==> config.mk <==
export PLATFORM = sky130hd
export DESIGN_NAME = uart_frame_core
export DESIGN_NICKNAME = d
export VERILOG_FILES = /design/src/rtl/uart_fmt_pkg.sv /design/src/rtl/uart_tx_shifter.sv /design/src/rtl/uart_rx_sampler.sv /design/src/rtl/uart_rx_status.sv /design/src/rtl/uart_frame_core.sv
export SDC_FILE = /design/constraint.sdc
export NUM_CORES = 1
export LEC_CHECK = 0
export BUFFER_PORTS_ARGS = -buffer_cell sky130_fd_sc_hd__buf_2
export CORE_MARGIN = 4
export CORE_UTILIZATION = 49
export DETAILED_ROUTE_END_ITERATION = 6
export PLACE_DENSITY_LB_ADDON = 0.3
export SLEW_MARGIN = 0
export SYNTH_ARGS = -nofsm -noshare
export SYNTH_HDL_FRONTEND = slang
export SYNTH_SLANG_ARGS = --single-unit
==> constraint.sdc <==
create_clock -name clk -period 2.19 [get_ports clk]
set_clock_uncertainty 0.05 [all_clocks]
set_input_delay 0.3285 -clock clk [delete_from_list [all_inputs] [get_ports clk]]
set_output_delay 0.3285 -clock clk [all_outputs]
set_load 0.01 [all_outputs]
==> src/rtl/uart_fmt_pkg.sv <==
package uart_fmt_pkg;

  typedef enum logic [1:0] {
    FMT_8_NOPAR = 2'b00,
    FMT_7_PAR   = 2'b01,
    FMT_8_PAR   = 2'b10,
    FMT_BAD     = 2'b11
  } fmt_e;

  // packed order puts fmt in the low two bits
  typedef struct packed {
    logic ovr_chk;
    logic frm_chk;
    logic odd;
    logic par_chk;
    logic two_stop;
    fmt_e fmt;
  } cfg_t;

  localparam int CFG_W = $bits(cfg_t);

  localparam int CMD_RX_ON  = 0;
  localparam int CMD_RX_OFF = 1;
  localparam int CMD_CLR_FE = 2;
  localparam int CMD_CLR_PE = 3;
  localparam int CMD_CLR_OE = 4;
  localparam int CMD_W      = 5;

  localparam int NUM_FLAGS  = 3;
  localparam int FLG_FE     = 0;
  localparam int FLG_PE     = 1;
  localparam int FLG_OE     = 2;

endpackage

==> src/rtl/uart_tx_shifter.sv <==
module uart_tx_shifter
  import uart_fmt_pkg::*;
#(
  parameter int DATA_W = 8,
  parameter int OSR    = 16
) (
  input  logic              clk,
  input  logic              rst,
  input  logic              tick,
  input  cfg_t              cfg,
  input  logic              wr,
  input  logic [DATA_W-1:0] wdata,
  output logic              txd,
  output logic              busy,
  output logic              empty_pulse,
  output logic              done_pulse
);
  localparam int CNT_W = $clog2(OSR);
  localparam int BIT_W = $clog2(DATA_W);
  localparam logic [CNT_W-1:0] LAST_TICK = CNT_W'(OSR - 1);

  typedef enum logic [2:0] {T_IDLE, T_START, T_DATA, T_PAR, T_STOP} tst_e;

  tst_e              st_q;
  logic [DATA_W-1:0] hold_q, sh_q;
  logic              hold_full_q, par_q, stop2_q;
  logic [CNT_W-1:0]  cnt_q;
  logic [BIT_W-1:0]  idx_q;
  logic [BIT_W-1:0]  last_idx;
  logic [DATA_W-1:0] dmask;
  logic              bit_end;

  always_comb begin
    last_idx = (cfg.fmt == FMT_7_PAR) ? BIT_W'(DATA_W - 2) : BIT_W'(DATA_W - 1);
    dmask    = (cfg.fmt == FMT_7_PAR) ? {1'b0, {(DATA_W-1){1'b1}}} : {DATA_W{1'b1}};
    bit_end  = tick && (cnt_q == LAST_TICK);
  end

  assign busy = (st_q != T_IDLE);

  always_ff @(posedge clk) begin
    if (rst) begin
      st_q        <= T_IDLE;
      hold_q      <= '0;
      hold_full_q <= 1'b0;
      sh_q        <= '0;
      par_q       <= 1'b0;
      stop2_q     <= 1'b0;
      cnt_q       <= '0;
      idx_q       <= '0;
      txd         <= 1'b1;
      empty_pulse <= 1'b0;
      done_pulse  <= 1'b0;
    end else begin
      empty_pulse <= 1'b0;
      done_pulse  <= 1'b0;
      if (st_q != T_IDLE && tick)
        cnt_q <= bit_end ? '0 : cnt_q + 1'b1;
      case (st_q)
        T_IDLE: begin
          if (hold_full_q) begin
            sh_q        <= hold_q;
            par_q       <= (^(hold_q & dmask)) ^ cfg.odd;
            st_q        <= T_START;
            cnt_q       <= '0;
            txd         <= 1'b0;
            empty_pulse <= 1'b1;
            hold_full_q <= 1'b0;
          end
        end
        T_START: begin
          if (bit_end) begin
            st_q  <= T_DATA;
            txd   <= sh_q[0];
            sh_q  <= sh_q >> 1;
            idx_q <= '0;
          end
        end
        T_DATA: begin
          if (bit_end) begin
            if (idx_q == last_idx) begin
              stop2_q <= 1'b0;
              if (cfg.fmt != FMT_8_NOPAR) begin
                st_q <= T_PAR;
                txd  <= par_q;
              end else begin
                st_q <= T_STOP;
                txd  <= 1'b1;
              end
            end else begin
              idx_q <= idx_q + 1'b1;
              txd   <= sh_q[0];
              sh_q  <= sh_q >> 1;
            end
          end
        end
        T_PAR: begin
          if (bit_end) begin
            st_q    <= T_STOP;
            txd     <= 1'b1;
            stop2_q <= 1'b0;
          end
        end
        T_STOP: begin
          if (bit_end) begin
            if (cfg.two_stop && !stop2_q) begin
              stop2_q <= 1'b1;
            end else begin
              st_q       <= T_IDLE;
              done_pulse <= 1'b1;
            end
          end
        end
        default: st_q <= T_IDLE;
      endcase
      if (wr) begin
        hold_q      <= wdata;
        hold_full_q <= 1'b1;
      end
    end
  end

endmodule

==> src/rtl/uart_rx_sampler.sv <==
module uart_rx_sampler
  import uart_fmt_pkg::*;
#(
  parameter int DATA_W      = 8,
  parameter int OSR         = 16,
  parameter int SYNC_STAGES = 2
) (
  input  logic              clk,
  input  logic              rst,
  input  logic              tick,
  input  logic              en,
  input  logic              rxd,
  input  cfg_t              cfg,
  output logic              done,
  output logic [DATA_W-1:0] data,
  output logic              par_bad,
  output logic              frm_bad
);
  localparam int CNT_W = $clog2(OSR);
  localparam int BIT_W = $clog2(DATA_W);
  localparam logic [CNT_W-1:0] LAST_TICK = CNT_W'(OSR - 1);
  localparam logic [CNT_W-1:0] MID_TICK  = CNT_W'(OSR / 2 - 1);

  typedef enum logic [2:0] {R_IDLE, R_START, R_DATA, R_PAR, R_STOP} rst_e;

  logic [SYNC_STAGES-1:0] sync_q;
  logic                   rx_s, rx_prev;
  rst_e                   st_q;
  logic [CNT_W-1:0]       cnt_q;
  logic [BIT_W-1:0]       idx_q;
  logic [DATA_W-1:0]      sh_q;
  logic                   acc_q, pbad_q, fbad_q, stop2_q;
  logic [BIT_W-1:0]       last_idx;
  logic                   seven;

  assign rx_s     = sync_q[SYNC_STAGES-1];
  assign seven    = (cfg.fmt == FMT_7_PAR);
  assign last_idx = seven ? BIT_W'(DATA_W - 2) : BIT_W'(DATA_W - 1);

  always_ff @(posedge clk) begin
    if (rst) begin
      sync_q  <= '1;
      rx_prev <= 1'b1;
    end else begin
      sync_q  <= {sync_q[SYNC_STAGES-2:0], rxd};
      rx_prev <= rx_s;
    end
  end

  always_ff @(posedge clk) begin
    if (rst) begin
      st_q    <= R_IDLE;
      cnt_q   <= '0;
      idx_q   <= '0;
      sh_q    <= '0;
      acc_q   <= 1'b0;
      pbad_q  <= 1'b0;
      fbad_q  <= 1'b0;
      stop2_q <= 1'b0;
      done    <= 1'b0;
      data    <= '0;
      par_bad <= 1'b0;
      frm_bad <= 1'b0;
    end else begin
      done <= 1'b0;
      if (!en) begin
        st_q <= R_IDLE;
      end else begin
        case (st_q)
          R_IDLE: begin
            if (rx_prev && !rx_s) begin
              st_q  <= R_START;
              cnt_q <= '0;
            end
          end
          R_START: begin
            if (tick) begin
              if (cnt_q == MID_TICK) begin
                cnt_q <= '0;
                if (!rx_s) begin
                  st_q    <= R_DATA;
                  idx_q   <= '0;
                  sh_q    <= '0;
                  acc_q   <= 1'b0;
                  pbad_q  <= 1'b0;
                  fbad_q  <= 1'b0;
                  stop2_q <= 1'b0;
                end else begin
                  st_q <= R_IDLE;
                end
              end else begin
                cnt_q <= cnt_q + 1'b1;
              end
            end
          end
          R_DATA: begin
            if (tick) begin
              if (cnt_q == LAST_TICK) begin
                cnt_q <= '0;
                sh_q  <= {rx_s, sh_q[DATA_W-1:1]};
                acc_q <= acc_q ^ rx_s;
                if (idx_q == last_idx)
                  st_q <= (cfg.fmt != FMT_8_NOPAR) ? R_PAR : R_STOP;
                else
                  idx_q <= idx_q + 1'b1;
              end else begin
                cnt_q <= cnt_q + 1'b1;
              end
            end
          end
          R_PAR: begin
            if (tick) begin
              if (cnt_q == LAST_TICK) begin
                cnt_q  <= '0;
                pbad_q <= acc_q ^ rx_s ^ cfg.odd;
                st_q   <= R_STOP;
              end else begin
                cnt_q <= cnt_q + 1'b1;
              end
            end
          end
          R_STOP: begin
            if (tick) begin
              if (cnt_q == LAST_TICK) begin
                cnt_q <= '0;
                if (cfg.two_stop && !stop2_q) begin
                  stop2_q <= 1'b1;
                  if (!rx_s) fbad_q <= 1'b1;
                end else begin
                  st_q    <= R_IDLE;
                  done    <= 1'b1;
                  data    <= seven ? {1'b0, sh_q[DATA_W-1:1]} : sh_q;
                  par_bad <= (cfg.fmt != FMT_8_NOPAR) && pbad_q;
                  frm_bad <= fbad_q | !rx_s;
                end
              end else begin
                cnt_q <= cnt_q + 1'b1;
              end
            end
          end
          default: st_q <= R_IDLE;
        endcase
      end
    end
  end

endmodule

==> src/rtl/uart_rx_status.sv <==
module uart_rx_status
  import uart_fmt_pkg::*;
#(
  parameter int DATA_W = 8
) (
  input  logic              clk,
  input  logic              rst,
  input  cfg_t              cfg,
  input  logic              cmd_we,
  input  logic [CMD_W-1:0]  cmd,
  input  logic              done,
  input  logic [DATA_W-1:0] data,
  input  logic              par_bad,
  input  logic              frm_bad,
  input  logic              rd,
  output logic              rx_en,
  output logic              valid,
  output logic [DATA_W-1:0] rbuf,
  output logic [NUM_FLAGS-1:0] flags
);
  logic                 accept, free;
  logic [NUM_FLAGS-1:0] set_v, clr_v;

  assign accept = done && rx_en;
  assign free   = !valid || rd;

  always_comb begin
    set_v         = '0;
    set_v[FLG_FE] = accept && frm_bad && cfg.frm_chk;
    set_v[FLG_PE] = accept && par_bad && cfg.par_chk;
    set_v[FLG_OE] = accept && !free && cfg.ovr_chk;
    clr_v         = '0;
    clr_v[FLG_FE] = cmd_we && cmd[CMD_CLR_FE];
    clr_v[FLG_PE] = cmd_we && cmd[CMD_CLR_PE];
    clr_v[FLG_OE] = cmd_we && cmd[CMD_CLR_OE];
  end

  always_ff @(posedge clk) begin
    if (rst) begin
      rx_en <= 1'b0;
    end else if (cmd_we && cmd[CMD_RX_ON]) begin
      rx_en <= 1'b1;
    end else if (cmd_we && cmd[CMD_RX_OFF]) begin
      rx_en <= 1'b0;
    end
  end

  always_ff @(posedge clk) begin
    if (rst) begin
      valid <= 1'b0;
      rbuf  <= '0;
    end else begin
      if (rd) valid <= 1'b0;
      if (accept && free) begin
        valid <= 1'b1;
        rbuf  <= data;
      end
    end
  end

  // one sticky cell per error kind; a set outranks its clear
  for (genvar i = 0; i < NUM_FLAGS; i++) begin : g_flag
    always_ff @(posedge clk) begin
      if (rst)           flags[i] <= 1'b0;
      else if (set_v[i]) flags[i] <= 1'b1;
      else if (clr_v[i]) flags[i] <= 1'b0;
    end
  end

endmodule

==> src/rtl/uart_frame_core.sv <==
module uart_frame_core
  import uart_fmt_pkg::*;
#(
  parameter int DATA_W      = 8,
  parameter int OSR         = 16,
  parameter int SYNC_STAGES = 2
) (
  input  logic              clk,
  input  logic              rst,
  input  logic              tick16,
  input  logic              cfg_we,
  input  logic [CFG_W-1:0]  cfg_wdata,
  input  logic              cmd_we,
  input  logic [CMD_W-1:0]  cmd_wdata,
  input  logic              tx_we,
  input  logic [DATA_W-1:0] tx_wdata,
  output logic              tx_busy,
  output logic              tx_empty_pulse,
  output logic              tx_done_pulse,
  output logic              txd,
  input  logic              rxd,
  input  logic              rx_rd,
  output logic              rx_valid,
  output logic [DATA_W-1:0] rx_data,
  output logic              rx_enabled,
  output logic              err_frame,
  output logic              err_parity,
  output logic              err_overrun
);
  cfg_t                 cfg_q, cfg_in;
  logic                 rs_done, rs_pbad, rs_fbad;
  logic [DATA_W-1:0]    rs_data;
  logic [NUM_FLAGS-1:0] flags;

  assign cfg_in = cfg_t'(cfg_wdata);

  always_ff @(posedge clk) begin
    if (rst) cfg_q <= '0;
    else if (cfg_we && cfg_in.fmt != FMT_BAD) cfg_q <= cfg_in;
  end

  uart_tx_shifter #(.DATA_W(DATA_W), .OSR(OSR)) u_tx (
    .clk(clk), .rst(rst), .tick(tick16), .cfg(cfg_q),
    .wr(tx_we), .wdata(tx_wdata), .txd(txd), .busy(tx_busy),
    .empty_pulse(tx_empty_pulse), .done_pulse(tx_done_pulse)
  );

  uart_rx_sampler #(.DATA_W(DATA_W), .OSR(OSR), .SYNC_STAGES(SYNC_STAGES)) u_rx (
    .clk(clk), .rst(rst), .tick(tick16), .en(rx_enabled), .rxd(rxd),
    .cfg(cfg_q), .done(rs_done), .data(rs_data),
    .par_bad(rs_pbad), .frm_bad(rs_fbad)
  );

  uart_rx_status #(.DATA_W(DATA_W)) u_st (
    .clk(clk), .rst(rst), .cfg(cfg_q), .cmd_we(cmd_we), .cmd(cmd_wdata),
    .done(rs_done), .data(rs_data), .par_bad(rs_pbad), .frm_bad(rs_fbad),
    .rd(rx_rd), .rx_en(rx_enabled), .valid(rx_valid), .rbuf(rx_data),
    .flags(flags)
  );

  assign err_frame   = flags[FLG_FE];
  assign err_parity  = flags[FLG_PE];
  assign err_overrun = flags[FLG_OE];

endmodule

; ---- Word-level counts from Yosys, hierarchy flattened
; Index checks and enable logic that the tools add are counted.
[word_totals]
inputBits = 28
latch_bits = 0
romBits = 0
ff_bits = 88
ramBits = 0
n_memories = 0
[op_classes]
n_lt_le_gt_ge = 0
n_eq_ne = 40
muxes = 103
bitwise_logic = 13
multipliers = 0
addsub = 4
shifts = 0
div = 0
n_reduce_logical = 64
[ops]
columns = operator, count
row1 = $mux W8, 11
row2 = $mux W3, 28
row3 = $mux W1, 41
row4 = $mux W4, 9
row5 = $ne A2 B1 Y1 const B, 15
row6 = $pmux W3 S5, 2
row7 = $pmux W8 S3, 1
row8 = $ne A2 B2 Y1 const B, 11
row9 = $reduce_bool A2 Y1, 11
row10 = $reduce_and A7 Y1, 3
row11 = $logic_and A1 B1 Y1, 20
row12 = $reduce_and A5 Y1, 4
row13 = $pmux W8 S2, 1
row14 = $reduce_and A8 Y1, 2
row15 = $eq A3 B2 Y1 const B, 4
row16 = $pmux W3 S2, 2
row17 = $pmux W4 S3, 1
row18 = $reduce_bool A3 Y1, 4
row19 = $reduce_and A11 Y1, 1
row20 = $reduce_and A9 Y1, 1
row21 = $add A4 B1 Y4 const B, 2
row22 = $and A8 B8 Y8, 1
row23 = $eq A4 B4 Y1 const B, 2
row24 = $not A1 Y1, 8
row25 = other kinds (23), 39

; ---- Longest topological paths before layout
; Gate-level depths: netlist (run 1).
[depth]
word_depth = 7
ltp_mapped = 8
mapped_depth_nobuf = 6

; ---- Modules after synthesis
; From an unflattened synthesis (run 1), not the netlist that was laid out.
[hier_totals]
cells_unflattened = 515
area_unflattened_um2 = 4425.5
[modules_own_cells]
columns = module, instances, cells_per_inst, seq_area_each_um2, area_per_inst_um2
row1 = uart_rx_sampler, 1, 239, 720.7, 1914.3
row2 = uart_tx_shifter, 1, 187, 640.6, 1634.1
row3 = uart_rx_status, 1, 59, 260.2, 564.3
row4 = uart_frame_core, 1, 30, 140.1, 312.8

; ---- Least setup slack after synthesis (run 1)
; No wires, ideal clock.
[synth_timing]
path_kind = register to register
from = register u_tx.cnt_q[0]
to = register u_tx.sh_q[5]
required_time_ns = 2.018
setup_slack_ns = 0.383
n_path_buf = 1
period_less_slack_ns = 1.807
arrival_time_ns = 1.636
stages_incl_launch_ff = 8
cell_sequence = dfxtp_1 > ha_1 > and3_4 > nand3b_4 > o31ai_2 > buf_6 > o21ai_1 > o311a_1
[synth_via]
elab_chain_len = 4
word_cells_on_any_way = 5
cone_classes = 3 x eq/ne / 2 x reduce/logical
[synth_lines]
columns = item, line_no
row1 = start: declaration, uart_tx_shifter.sv:27  ; logic [CNT_W-1:0] cnt_q;
row2 = start signal: assignment, uart_tx_shifter.sv:58  ; cnt_q <= bit_end ? '0 : cnt_q + 1'b1;
row3 = $eq A4 B4 Y1 (*), uart_tx_shifter.sv:36  ; bit_end = tick && (cnt_q == LAST_TICK);
row4 = $logic_and A1 B1 Y1 (*), uart_tx_shifter.sv:36
row5 = $ne A2 B1 Y1 (no line), --
row6 = $reduce_and A5 Y1 (no line) (*), --
row7 = end signal: assignment, uart_tx_shifter.sv:62  ; sh_q <= hold_q;
row8 = end signal: assignment, uart_tx_shifter.sv:75  ; sh_q <= sh_q >> 1;
row9 = end signal: assignment, uart_tx_shifter.sv:93  ; sh_q <= sh_q >> 1;
row10 = end: declaration, uart_tx_shifter.sv:25  ; logic [DATA_W-1:0] hold_q, sh_q;
; Mark *: on every way between the ends. The rest lies on a longest branch, timed or not.
; A chain may end at the register's enable or synchronous reset.

; ---- Worst setup path after layout (run 1)
[layout_timing]
from = register u_rx.st_q[0]
to = register u_rx.sh_q[1]
[layout_via]
elab_chain_len = 3
word_cells_on_any_way = 10
cone_classes = 7 x eq/ne / 1 x mux / 2 x reduce/logical
[layout_lines]
columns = item, line_no
row1 = start: declaration, uart_rx_sampler.sv:28  ; rst_e st_q;
row2 = start signal: assignment, uart_rx_sampler.sv:103  ; st_q <= (cfg.fmt != FMT_8_NOPAR) ? R_PAR : R_STOP;
row3 = $eq A3 B2 Y1 / $eq A3 B1 Y1 (equally long branches), uart_rx_sampler.sv:69  ; case (st_q)
row4 = "$ne A2 B1 Y1 (no line), or another cell as far along", --
row5 = $reduce_and A7 Y1 (no line), --
row6 = end signal: assignment, uart_rx_sampler.sv:100  ; sh_q <= {rx_s, sh_q[DATA_W-1:1]};
row7 = end: declaration, uart_rx_sampler.sv:31  ; logic [DATA_W-1:0] sh_q;
; Several ways; a longest one is shown, not always the timed one.

==> metrics.md, run 1 <==
| Metric | Value |
|---|---|
| Status | `completed` |
| Worst slew pin tran | `527 ps` |
| Critical path launch point type | `register` |
| Port Buffers | `44` |
| Die footprint | `10500 µm²` |
| Hold Startpoint | `rxd` |
| Main flop type after synthesis | `dfxtp_1` |
| Total track usage | `18.4%` |
| Synth top area share | `40.5%` |
| Vias in the first global route | `3301` |
| Critical Path RT | `2370 ps` |
| Final setup viols | `0` |
| P_sw | `0.782 mW` |
| Clock Pin Slew Worst Setup and Hold Paths | `90 ps` |
| Routability congestion estimate | `0.847` |
| CTS tree | `yes` |
| Leading area contributor after synthesis | `dfxtp_1` |
| Max-slew headroom | `64.5%` |
| R2R cell count | `6` |
| FF-to-FF Start | `u_rx.st_q[0]$_SDFFE_PP0P_` |
| EDFF count, synth | `0` |
| CP arrival | `2170 ps` |
| Setup TNS Final | `0 ps` |
| DR vias | `3441` |
| Register bit count reported by yosys | `88` |
| Initial DRC Count | `197` |
| Max_cap viols | `0` |
| Core Area | `8680 µm²` |
| Synth cell count leaders | `88 x dfxtp_1, 77 x nor2_1, 46 x mux2i_1` |
| Reg2reg setup slack | `200 ps` |
| Hold WC Path Type | `in -> reg` |
| Pin count of the biggest net entering global routing | `32` |
| Fmax | `502 MHz` |
| Antenna violations before repair | `0` |
| Sequential area share after synthesis | `40.5%` |
| Die Wd | `102 µm` |
| Final ANT Viol Nets | `0` |
| CTS resizes | `0` |
| Critical path peak fanout | `15` |
| Final core utilization | `56.0%` |
| Hold Path Depth | `2` |
| Count of cell types in the netlist | `71` |
| First-pass GRT wire length | `15500 µm` |
| Initial core utilization | `50.1%` |
| P&R area growth vs syn | `11.6%` |
| RSZ-0062 raised after global routing | `false` |
| Gate count of the mapped netlist | `471` |
| Fin crit share | `91.0%` |
| Worst Hold End | `u_rx.sync_q[0]$_SDFF_PP1_` |
| Clk pwr share | `38.4%` |
| GRT Residual Overflow | `0` |
| CP endpoint kind | `register` |
| Slowest stage cell, crit path | `dfxtp_1` |
| Fraction of registers with async set/reset | `0%` |
| Pint | `2.43 mW` |
| Setup bufs post-CTS | `0` |
| Ports | `45` |
| Die height | `102 µm` |
| Fillcell total | `810` |
| Clock Path Buffers | `2` |
| Post-layout min period | `1990 ps` |
| Switching Fraction | `24.4%` |
| Antenna cell count | `0` |
| Worst r2r dst | `u_rx.sh_q[1]$_SDFFE_PP0P_` |
| Pwr dens | `660 nW/µm²` |
| DR vias/cell | `5.52` |
| Mean cell area of the mapped netlist | `9.24 µm²` |
| Routed WL per cell | `14.5 µm` |
| Peak VDD IR | `0.000446 V` |
| Critical path, cell by cell | `nor4b_4 > a21o_1 > and3_1 > buf_4 > mux2i_1 > nor2_1` |
| DRC | `0` |
| CTS buffer count | `9` |
| Leakage | `1.87 nW` |
| Top-count cell post-synth | `dfxtp_1` |
| Worst-Skew Late Latency | `350 ps` |
| Synth Cell Area | `4350 µm²` |
| Post-CTS Hold Buffers | `0` |
| Syn Nets | `503` |
| Fin. Hold Viols | `0` |
| Slew Limit Fails | `0` |
| Final nets | `542` |
| Detail Placement HPWL | `6550 µm` |
| Share of layout cells above drive strength 1 | `19.4%` |
| Worst stage delay on the critical path | `620 ps` |
| CTS root buffer | `clkbuf_8` |
| Synth top area cells | `dfxtp_1 40%, mux2i_1 11%, nor2_1 6.6%` |
| Detailed Route WL | `9060 µm` |
| Yosys warnings | `0` |
| DR pass1 iterations | `5` |
| # clock sinks | `88` |
| # rows | `34` |
| Logic pwr share | `9.4%` |
| Sequential Power Share | `52.2%` |
| H-tree depth | `3` |
| Critical path class | `reg -> reg` |
-- layout make-up --
type	count	area, µm²	area share (%)
multi-input cells	340	2360	48.6
flip-flops and latches	88	1760	36.3
inverters	11	41.3	0.850
repair buffers	60	340	7.01
clock buffers	10	128	2.63
clock inverters	6	91.3	1.88
well taps	108	135	2.78
-- critical path: cells and delay by family (launching register included) --
kind	cells	cell delay, ps
and+or+nand+nor	3	620
AOI/OAI and AO/OA	1	140
buffers and inverters	1	220
muxes	1	230
DFF	1	620
-- per-stage QoR --
step | cell area (µm²) | hold slack, ps | power (mW) | std cells | setup slack, ps
2_1_floorplan | 4350 | 339 | 1.93 | 471 | 383
3_3_place_gp | 4640 | 341 | 2.01 | 607 | 290
3_5_place_dp | 4640 | 359 | 2.02 | 607 | 214
4_1_cts | 4860 | 96.5 | 3.24 | 623 | 198
5_1_grt | 4860 | 99.9 | 3.35 | 623 | 58.1
6_report | 4860 | 114 | 3.21 | 623 | 196
-- routing by layer --
| metal | GRT usage [%] | up-vias | routed length [µm] |
|---|---|---|---|
| li1 | - | 1762 | - |
| met1 | 26.4 | 1580 | 4520 |
| met2 | 27.3 | 88 | 3920 |
| met3 | 3.69 | 11 | 491 |
| met4 | 6.76 | 0 | 125 |
| met5 | 0 | - | 0 |
-- power by group through the flow --
stage,combinational [mW],clock [mW],sequential (mW)
2_1_floorplan,0.229,0,1.70
3_3_place_gp,0.300,0,1.71
3_5_place_dp,0.302,0,1.71
4_1_cts,0.304,1.27,1.68
5_1_grt,0.336,1.33,1.68
6_report,0.301,1.23,1.68
-- worst max-delay path by stage --
stage | startpoint | to | slack, ps | depth (start not counted)
3_5_place_dp | u_rx.st_q[0]$_SDFFE_PP0P_ | u_rx.sh_q[1]$_SDFFE_PP0P_ | 210 | 6
5_1_grt | u_rx.st_q[0]$_SDFFE_PP0P_ | u_rx.sh_q[1]$_SDFFE_PP0P_ | 60 | 6
3_3_place_gp | u_rx.st_q[0]$_SDFFE_PP0P_ | u_rx.idx_q[1]$_SDFFE_PP0P_ | 290 | 6
2_1_floorplan | u_tx.cnt_q[0]$_SDFF_PP0_ | u_tx.sh_q[5]$_SDFFE_PP0P_ | 380 | 7
4_1_cts | u_rx.st_q[0]$_SDFFE_PP0P_ | u_rx.sh_q[1]$_SDFFE_PP0P_ | 200 | 6
6_report | u_rx.st_q[0]$_SDFFE_PP0P_ | u_rx.sh_q[1]$_SDFFE_PP0P_ | 200 | 6
-- sequential cells by signal (all words and copies together) (netlist names), 4 cells and up --
name,cells
cfg_q,7
u_rx.data,8
u_rx.sh_q,8
u_tx.cnt_q,4
u_tx.hold_q,8
u_st.rbuf,8
u_rx.cnt_q,4
u_tx.sh_q,8
-- logic make-up (layout without fill, tap and decap cells) --
| kind of cell | Yosys count | after routing | share of synthesized area [%] |
|---|---|---|---|
| buffers and inverters | 43 | 87 | 5.26 |
| DFF | 88 | 88 | 40.5 |
| muxes | 46 | 46 | 10.6 |
| and+or+nand+nor | 175 | 175 | 21.5 |
| adders and majority gates | 4 | 4 | 1.15 |
| xor gates and xnor gates | 19 | 19 | 4.75 |
| AOI/OAI and AO/OA | 96 | 96 | 16.3 |
-- placed cells by master (no fill, tap or decap), types with 3 or more instances in the layout --
master / n
dfxtp_1: 88
nor2_1: 77
mux2i_1: 46
buf_2: 44
a21oi_1: 26
nand2_1: 21
buf_4: 16
nand3_1: 15
xnor2_1: 11
inv_1: 10
o21ai_0: 9
clkbuf_8: 9
a31oi_1: 8
nor2b_1: 8
nor3_1: 8
o21ai_1: 7
o311a_1: 7
nand4_1: 6
nor3b_1: 6
nand2b_1: 5
xor2_1: 5
o211ai_1: 4
a32oi_1: 4
ha_1: 4
and3_1: 3
a41o_1: 3
or2_2: 3
a21oi_2: 3
o2111ai_1: 3
clkinvlp_4: 3
(Power assumes the default switching activity.)
==> run 2, diff against run 1 <==
- CORE_UTILIZATION: 49 -> 35
==> run 2 against run 1 <==
  * Combinational power is 5% higher
  * Worst setup slack better by 26 ps
  * Sequential cell count stayed put
  * Via count is 0.58% higher
  * Cell area is 3.6% higher
  * Non-clock buffer count is 4 higher
  * Cell count is 10% higher
  * Hold slack better by 22 ps
  * Sequential power hardly changed
  * Critical path depth stayed put
  * Count of clock-buffer cells in the layout is 1 lower
==> metrics.md, run 2 (same netlist as run 1, synthesis figures left out) <==
| Metric | Value |
|---|---|
| Register Area | `1760 µm²` |
| First-pass GRT wire length | `16200 µm` |
| Detail Placement HPWL | `6830 µm` |
| Initial core utilization | `35.9%` |
| Place WS | `7.97 ps` |
| # clock sinks | `88` |
| Fin. Hold Viols | `0` |
| Most frequent cells in the layout | `88 x dfxtp_1, 77 x nor2_1, 46 x mux2i_1` |
| DR vias | `3461` |
| Switching Fraction | `25.5%` |
| Die footprint | `14300 µm²` |
| Worst slew pin tran | `672 ps` |
| Fmax | `508 MHz` |
| CTS resizes | `1` |
| Total track usage | `13.8%` |
| GRT Residual Overflow | `0` |
| Post-CTS Hold Buffers | `0` |
| Share of layout cells above drive strength 1 | `20.2%` |
| Critical Path RT | `2360 ps` |
| Antenna cell count | `0` |
| P&R area growth vs syn | `15.7%` |
| Die height | `119 µm` |
| Setup bufs post-CTS | `0` |
| DRC | `0` |
| Vias in the first global route | `3308` |
| H-tree depth | `3` |
| CP arrival | `2130 ps` |
| Layout Cells excl Fill | `687` |
| # rows | `40` |
| Setup ws final | `223 ps` |
| Detailed Route WL | `9500 µm` |
| Total power | `3.44 mW` |
| Placed cells | `671` |
| Leakage | `1.93 nW` |
| Status | `completed` |
| DR pass1 iterations | `4` |
| CP endpoint kind | `register` |
| Core Area | `12100 µm²` |
| Sequential Power Share | `48.6%` |
| Die Wd | `119 µm` |
| CTS tree | `yes` |
| Final nets | `546` |
| Slew Limit Fails | `0` |
| Pint | `2.56 mW` |
| Post-layout min period | `1970 ps` |
| Antenna violations before repair | `0` |
| Final setup viols | `0` |
| Multi-input combinational cell area | `2370 µm²` |
| Critical path class | `reg -> reg` |
| Ports | `45` |
| Worst-Skew Late Latency | `340 ps` |
| Final hold slack | `136 ps` |
| Max_cap viols | `0` |
| Final ANT Viol Nets | `0` |
| Max-slew headroom | `55.2%` |
| Logic pwr share | `9.2%` |
| Routed WL per cell | `13.8 µm` |
| Pin count of the biggest net entering global routing | `35` |
| Fillcell total | `1233` |
| Critical path peak fanout | `15` |
| Pwr dens | `684 nW/µm²` |
| P_sw | `0.877 mW` |
| Fin crit share | `89.8%` |
| CTS buffer count | `9` |
| Setup TNS Final | `0 ps` |
| Critical path launch point type | `register` |
| DR vias/cell | `5.04` |
| Commonest non-fill, non-tap cell in the layout | `dfxtp_1` |
| RSZ-0062 raised after global routing | `false` |
| Hold WC Path Type | `in -> reg` |
| Routability congestion estimate | `0.890` |
| CTS root buffer | `clkbuf_16` |
| Clk pwr share | `42.3%` |
| Initial DRC Count | `230` |
| Clock Pin Slew Worst Setup and Hold Paths | `70 ps` |
| Peak VDD IR | `0.000472 V` |
| Port Buffers | `44` |
| Clock Path Buffers | `2` |
-- run 2: changes by cell type in the layout (fill, tap and decap cells not counted), moves of 2 or more --
| cell | delta |
|---|---|
| clkbuf_8 | -9 |
| buf_4 | +4 |
| clkbuf_16 | +9 |
| inv_6 | +2 |
| bufinv_16 | -2 |
-- run 2: area by class of cell --
class                   count  share of cell area [%]
clock buffers               9                    4.48
flip-flops and latches     88                    35.0
clock inverters             7                    1.09
inverters                  11                   0.820
multi-input cells         340                    47.1
well taps                 168                    4.18
repair buffers             64                    7.36
-- run 2: worst paths after layout --
path | from | to | slack [ps] | depth (start not counted)
max | u_rx.st_q[0]$_SDFFE_PP0P_ | u_rx.sh_q[6]$_SDFFE_PP0P_ | 220 | 6
max reg2reg | u_rx.st_q[0]$_SDFFE_PP0P_ | u_rx.sh_q[6]$_SDFFE_PP0P_ | 220 | 6
min reg2reg | u_rx.sync_q[0]$_SDFF_PP1_ | u_rx.sync_q[1]$_SDFF_PP1_ | 360 | 1
min | rxd | u_rx.sync_q[0]$_SDFF_PP1_ | 140 | 2
-- run 2: stage by stage --
step	area (µm²)	utilization (%)
finish	5030	41.5
global route	5030	41.5
CTS	5030	41.5
detailed placement	4740	39.2
global placement	4740	39.2
floorplan	4350	-
-- run 2: critical path, cell delays in order (launching register included) --
cell,delay [ps]
dfxtp_1,590
nor4b_4,400
a21o_1,140
and3_1,150
buf_4,220
mux2i_1,240
nor2_1,50
-- run 2: layer usage --
metal	share of wire [%]	vias up	track usage, %
met2	44	64	21.5
met5	0	-	0
met4	2.0	0	5.80
li1	-	1773	-
met1	51	1610	19.0
met3	3.2	14	2.17
-- run 2: power groups by stage --
stage               combinational (mW)  clock, mW  sequential (mW)
floorplan                        0.229          0             1.70
global placement                 0.310          0             1.71
detailed placement               0.314          0             1.71
CTS                              0.318       1.49             1.67
global route                     0.348       1.56             1.68
finish                           0.316       1.45             1.67
